--- src/rtl/ipc_pkg.sv ---
package ipc_pkg;
  localparam int VEC_W   = 8;
  localparam int NUM_VEC = 1 << VEC_W;
  localparam int CLASS_W = 4;
  localparam int LOW_W   = VEC_W - CLASS_W;
  localparam logic [2:0] MODE_FIXED  = 3'd0;
  localparam logic [2:0] MODE_LOWEST = 3'd1;
  localparam int ERR_ILLEGAL_BIT = 5;

  typedef logic [VEC_W-1:0] vec_t;

  typedef struct packed {
    logic reqSet;
    vec_t reqVec;
    logic reqLevel;
    logic ackDo;
    vec_t ackVec;
    logic ackKeep;
    logic eoiDo;
    logic errRaise;
    vec_t errVec;
    logic tprLoad;
    vec_t tprVal;
  } strobe_t;
endpackage

--- src/rtl/ipc_find_high.sv ---
module ipc_find_high #(
  parameter int WIDTH = 256,
  localparam int IDX_W = $clog2(WIDTH)
) (
  input  logic [WIDTH-1:0] bits,
  output logic             found,
  output logic [IDX_W-1:0] idx
);
  always_comb begin
    found = |bits;
    idx   = '0;
    for (int i = 0; i < WIDTH; i++) begin
      if (bits[i]) idx = IDX_W'(i);
    end
  end
endmodule

--- src/rtl/ipc_datapath.sv ---
module ipc_datapath
  import ipc_pkg::*;
(
  input  logic    clk,
  input  logic    rst,
  input  strobe_t stb,
  input  vec_t    probeVec,
  output logic    probeIrr,
  output logic    irrFound,
  output vec_t    irrTop,
  output logic    isrFound,
  output vec_t    isrTop,
  output logic    isrTopTmr,
  output vec_t    ppr
);
  logic [NUM_VEC-1:0] irr, isr, tmr;
  logic [NUM_VEC-1:0] irrNext, isrNext, tmrNext;
  vec_t tpr;
  logic [CLASS_W-1:0] isrClass;

  ipc_find_high #(.WIDTH(NUM_VEC)) irrEnc_i (.bits(irr), .found(irrFound), .idx(irrTop));
  ipc_find_high #(.WIDTH(NUM_VEC)) isrEnc_i (.bits(isr), .found(isrFound), .idx(isrTop));

  assign probeIrr  = irr[probeVec];
  assign isrTopTmr = tmr[isrTop];

  always_comb begin
    isrClass = isrFound ? isrTop[VEC_W-1 -: CLASS_W] : '0;
    if (tpr[VEC_W-1 -: CLASS_W] >= isrClass) ppr = tpr;
    else ppr = {isrClass, {LOW_W{1'b0}}};
  end

  always_comb begin
    irrNext = irr;
    isrNext = isr;
    tmrNext = tmr;
    if (stb.eoiDo) begin
      isrNext[isrTop] = 1'b0;
      tmrNext[isrTop] = 1'b0;
    end
    if (stb.ackDo) begin
      isrNext[stb.ackVec] = 1'b1;
      if (!stb.ackKeep) irrNext[stb.ackVec] = 1'b0;
    end
    if (stb.reqSet) begin
      irrNext[stb.reqVec] = 1'b1;
      if (stb.reqLevel) tmrNext[stb.reqVec] = 1'b1;
    end
    if (stb.errRaise) irrNext[stb.errVec] = 1'b1;
  end

  always_ff @(posedge clk) begin
    if (rst) begin
      irr <= '0;
      isr <= '0;
      tmr <= '0;
      tpr <= '0;
    end else begin
      irr <= irrNext;
      isr <= isrNext;
      tmr <= tmrNext;
      if (stb.tprLoad) tpr <= stb.tprVal;
    end
  end
endmodule

--- src/rtl/ipc_control.sv ---
module ipc_control
  import ipc_pkg::*;
#(
  parameter int CNT_W     = 4,
  parameter int LOW_LIMIT = 16
) (
  input  logic    clk,
  input  logic    rst,
  input  logic    enable,
  input  logic    reqValid,
  input  vec_t    reqVector,
  input  logic    reqLevel,
  input  logic [2:0] reqMode,
  input  logic    tprWrite,
  input  vec_t    tprData,
  input  logic    ack,
  input  logic    eoi,
  input  vec_t    timerVec,
  input  vec_t    errVec,
  input  logic    probeIrr,
  input  logic    irrFound,
  input  vec_t    irrTop,
  input  logic    isrFound,
  input  vec_t    isrTop,
  input  logic    isrTopTmr,
  input  vec_t    ppr,
  output strobe_t stb,
  output logic    offerValid,
  output vec_t    offerVector,
  output logic    eoiBcast,
  output vec_t    eoiBcastVector,
  output logic [7:0] errStatus
);
  localparam logic [CNT_W-1:0] CNT_MAX = {CNT_W{1'b1}};

  logic [CNT_W-1:0] timerCnt;
  logic accept, timerBump, ackTake, ackTimer, eligible, lowVec;

  always_comb begin
    accept    = reqValid && enable && (reqMode == MODE_FIXED || reqMode == MODE_LOWEST);
    timerBump = accept && probeIrr && (reqVector == timerVec);
    ackTake   = ack && offerValid;
    ackTimer  = ackTake && (offerVector == timerVec);
    eligible  = enable && irrFound && (irrTop >= ppr) && !ack && !eoi && !tprWrite;
    lowVec    = int'(irrTop) < LOW_LIMIT;

    stb          = '0;
    stb.reqSet   = accept && !probeIrr;
    stb.reqVec   = reqVector;
    stb.reqLevel = reqLevel;
    stb.ackDo    = ackTake;
    stb.ackVec   = offerVector;
    stb.ackKeep  = ackTimer && (timerCnt != '0);
    stb.eoiDo    = eoi && isrFound;
    stb.errRaise = eligible && lowVec;
    stb.errVec   = errVec;
    stb.tprLoad  = tprWrite;
    stb.tprVal   = tprData;
  end

  always_ff @(posedge clk) begin
    if (rst) begin
      offerValid     <= 1'b0;
      offerVector    <= '0;
      eoiBcast       <= 1'b0;
      eoiBcastVector <= '0;
      errStatus      <= '0;
      timerCnt       <= '0;
    end else begin
      offerValid  <= eligible;
      offerVector <= lowVec ? errVec : irrTop;
      eoiBcast    <= stb.eoiDo && isrTopTmr;
      if (stb.eoiDo && isrTopTmr) eoiBcastVector <= isrTop;
      if (stb.errRaise) errStatus[ERR_ILLEGAL_BIT] <= 1'b1;
      if (timerBump && !ackTimer && timerCnt != CNT_MAX) timerCnt <= timerCnt + 1'b1;
      else if (ackTimer && !timerBump && timerCnt != '0) timerCnt <= timerCnt - 1'b1;
    end
  end
endmodule

--- src/rtl/intr_prio_ctrl.sv ---
module intr_prio_ctrl
  import ipc_pkg::*;
#(
  parameter int CNT_W     = 4,
  parameter int LOW_LIMIT = 16
) (
  input  logic       clk,
  input  logic       rst,
  input  logic       enable,
  input  logic       reqValid,
  input  logic [7:0] reqVector,
  input  logic       reqLevel,
  input  logic [2:0] reqMode,
  input  logic       tprWrite,
  input  logic [7:0] tprData,
  input  logic       ack,
  input  logic       eoi,
  input  logic [7:0] timerVec,
  input  logic [7:0] errVec,
  output logic       offerValid,
  output logic [7:0] offerVector,
  output logic       eoiBcast,
  output logic [7:0] eoiBcastVector,
  output logic [7:0] errStatus,
  output logic [7:0] pprOut
);
  strobe_t stb;
  logic probeIrr, irrFound, isrFound, isrTopTmr;
  vec_t irrTop, isrTop, ppr;

  ipc_datapath dp_i (
    .clk(clk), .rst(rst), .stb(stb), .probeVec(reqVector), .probeIrr(probeIrr),
    .irrFound(irrFound), .irrTop(irrTop), .isrFound(isrFound), .isrTop(isrTop),
    .isrTopTmr(isrTopTmr), .ppr(ppr)
  );

  ipc_control #(.CNT_W(CNT_W), .LOW_LIMIT(LOW_LIMIT)) ctl_i (
    .clk(clk), .rst(rst), .enable(enable), .reqValid(reqValid), .reqVector(reqVector),
    .reqLevel(reqLevel), .reqMode(reqMode), .tprWrite(tprWrite), .tprData(tprData),
    .ack(ack), .eoi(eoi), .timerVec(timerVec), .errVec(errVec), .probeIrr(probeIrr),
    .irrFound(irrFound), .irrTop(irrTop), .isrFound(isrFound), .isrTop(isrTop),
    .isrTopTmr(isrTopTmr), .ppr(ppr), .stb(stb), .offerValid(offerValid),
    .offerVector(offerVector), .eoiBcast(eoiBcast), .eoiBcastVector(eoiBcastVector),
    .errStatus(errStatus)
  );

  assign pprOut = ppr;
endmodule

--- config.mk ---
export PLATFORM = sky130hd
export DESIGN_NAME = intr_prio_ctrl
export DESIGN_NICKNAME = d
export VERILOG_FILES = /design/src/rtl/ipc_pkg.sv /design/src/rtl/ipc_find_high.sv /design/src/rtl/ipc_datapath.sv /design/src/rtl/ipc_control.sv /design/src/rtl/intr_prio_ctrl.sv
export SDC_FILE = /design/constraint.sdc
export NUM_CORES = 2
export LEC_CHECK = 0
export BUFFER_PORTS_ARGS = -buffer_cell sky130_fd_sc_hd__buf_2
export CAP_MARGIN = 5
export CORE_UTILIZATION = 38
export DETAILED_ROUTE_END_ITERATION = 8
export PLACE_DENSITY_LB_ADDON = 0.05
export SYNTH_ARGS = -nofsm -noshare
export SYNTH_HDL_FRONTEND = slang
export SYNTH_HIERARCHICAL = 1
export SYNTH_SLANG_ARGS = --single-unit
export TNS_END_PERCENT = 50
--- constraint.sdc ---
create_clock -name clk -period 17.5 [get_ports clk]
set_input_delay 3.5 -clock clk [delete_from_list [all_inputs] [get_ports clk]]
set_output_delay 3.5 -clock clk [all_outputs]
set_load 0.02 [all_outputs]
==> run_results.csv <==
group,metric,value,unit
clock_network,cts_setup_buffers,0,
final_layout,fill_cells,11600,
grt,grt_max_degree,134,
final_layout,fin_area,47700,um2
final_layout,regArea,16000,um2
timing,rsz0062_at_grt,"no",
placement,gp_congestion,0.982,
power,leakagePower,15.6,nW
grt,grt_usage,34.9,%
worst_setup_path,crit_required,14.00,ns
timing,fmax,107,MHz
timing,whs,0.451,ns
worst_setup_path,crit_type,"register to output port",
worst_hold_path,hold_path_class,"register to register",
synth,synth_top_area_share,37.2,%
synth,syn_area_per_cell,7.74,um2
routing,drtAntennaViolNets,0,
clock_network,path_clk_slew,0.06,ns
die,start_util,38.3,%
grt,grt_pass1_vias,41100,
clock_network,cts_buffers,98,
clock_network,cts.sink_count,799,
final_layout,syn_to_final_growth,11.0,%
placement,post_dp_cell_area,44500,um2
timing,finalHoldViolCount,0,
clock_network,cts.repair.resized,0,
synth,ys_seq_area_share,37.2,%
timing,setup_viol,0,
timing,relSlewSlack,12.7,%
synth,synth_flop_cell,"dfxtp_1",
routing,via_per_inst,6.45,
final_layout,drive_gt1_share,10.7,%
timing,period_needed,9.34,ns
die,core_region_area,112000,um2
placement,port_buffers,68,
synth,synth_seq_cells,799,
final_layout,utilization,42.5,%
final_layout,layoutNonFillerInstCount,6970,
worst_setup_path,crit_path_max_fanout,12,
synth,yosysTopAreaCell,"dfxtp_1",
clock_network,clock_latency,0.72,ns
synth,synth_edf_count,0,
synth,synth_area,43000,um2
placement,dp_hpwl,126000,um
worst_setup_path,start_kind,"register",
synth,async_flop_share,0,%
synth,synth_cells,5555,
worst_setup_path,cp-end-kind,"output port",
clock_network,cts_max_level,3,
timing,timing.final.ws_setup,8.16,ns
power,finalPower,4.07,mW
worst_setup_path,arrival,5.84,ns
power,power_density,85.3,nW/um2
flow_run,max_cap_violations,0,
outcome,status,"finished, final reports clean",
synth,synth_common_cells,"a21oi_1, o21ai_0, dfxtp_1",
routing,drt-total-wl,208000,um
die,dieArea,115000,um2
routing,vias,45000,
routing,drc,0,
power,irDropWorstVdd,78.6,uV
synth,synthTopCellsByArea,"dfxtp_1, a21oi_1, o21ai_0",
routing,wire_per_inst,29.8,um
final_layout,nNetsFinal,5452,
grt,grt_pass1_wl,297000,um
timing,final_max_slew_viol_count,0,
clock_network,hold_buffers,0,
die,ioPinCount,77,
synth,synth_warnings,6,
placement,place_inst,6794,
synth,synth_cell_type_count,88,
die,die_x,338,um
routing,drt_iter0_drc,5666,
grt,gr-total-overflow,0,
routing,drt_pre_antenna_iters,6,
timing,period_share,53.3,%
synth,synth_most_common_cell,"a21oi_1",
placement,post-place-ws,8.17,ns
timing,final.setup.tns,0,ns
timing,tightest_slew,1.31,ns
grt,antenna_found_initial,13,
clock_network,clockBufferDepth,3,
timing,finClkSkew,0.0334,ns
clock_network,cts_root_buffer,"clkbuf_16",
die,die_y,338,um
final_layout,multi_input_area,24800,um2
clock_network,cts_tree,"built",
die,fp-row-count,123,
==> cell families after synthesis <==
logic type	synth area share, %
AO/OA/AOI/OAI	30.1
XOR/XNOR	0.346
adder cells (fa/ha/maj)	0.454
buffers and inverters	5.92
flip-flops	37.2
multiplexers	7.62
other	0.00872
AND/OR/NAND/NOR	18.3
==> area by class of cell <==
type / instances / area share [%]
Inverter: 99 / 0.779
Clock buffer: 157 / 6.28
Timing Repair Buffer: 224 / 3.20
Sequential cell: 799 / 33.5
Multi-Input combinational cell: 4172 / 51.9
Clock inverter: 14 / 0.351
Tap cell: 1500 / 3.93
Antenna cell: 5 / 0.0262
==> critical path, cell delays in order (launching register included) <==
cell and delay [ns]:
dfxtp_1 0.35, nor4_1 0.54, and2_4 0.25, nand3_1 0.11, or3_1 0.43, nor4_1 0.34, buf_4 0.23, nand4_1 0.48
and2_1 0.41, ha_1 0.27, nand2b_1 0.15, a21o_1 0.17, a21o_1 0.17, a21oi_1 0.66, nand3_1 0.15, o21ai_0 0.18
buf_2 0.24
==> state kept, by name (all words and copies together) (netlist names) <==
| name | cells |
|---|---|
| ctl_i/offerValid | 1 |
| dp_i/tmr | 256 |
| ctl_i/eoiBcast | 1 |
| dp_i/isr | 256 |
| ctl_i/offerVector | 8 |
| dp_i/tpr | 8 |
| dp_i/irr | 256 |
| ctl_i/errStatus | 1 |
| ctl_i/eoiBcastVector | 8 |
| ctl_i/timerCnt | 4 |
==> cells in the final DEF (no fill, tap or decap), types with 97 or more instances in the layout <==
cell type and n:
a21oi_1 902, a22oi_1 259, buf_4 158, clkbuf_16 100
dfxtp_1 799, inv_1 97, mux4_2 101, nand2_1 670
nor2_1 277, nor3_1 123, nor4_1 139, o21ai_0 833
==> path summary, 6_finish.rpt <==
check	start	end	slack (ns)	cells past startpoint
setup / recovery	dp_i/isr[236]	pprOut[5]	8.16	16
hold reg to reg	ctl_i/eoiBcastVector[7]	ctl_i/eoiBcastVector[7]	0.45	2
setup reg to reg	dp_i/isr[199]	ctl_i/eoiBcastVector[3]	9.60	18
hold / removal	ctl_i/eoiBcastVector[7]	ctl_i/eoiBcastVector[7]	0.45	2
==> layer usage <==
metal  track usage [%]  wire [um]  up-vias
met5                 0          0        -
met4              11.5       6830        0
met3              7.41      20700      391
met2              51.5      88600     2283
met1              50.0      91500    22300
li1                  -          -    20000
==> power breakdown <==
group	leakage [nW]	total (mW)	switching, mW	internal, mW
Sequential	6.44	1.83	0.00841	1.82
Clock	1.55	2.04	0.876	1.17
Combinational	7.61	0.197	0.159	0.0380
Total	15.6	4.07	1.04	3.03
(Power assumes the default switching activity.)
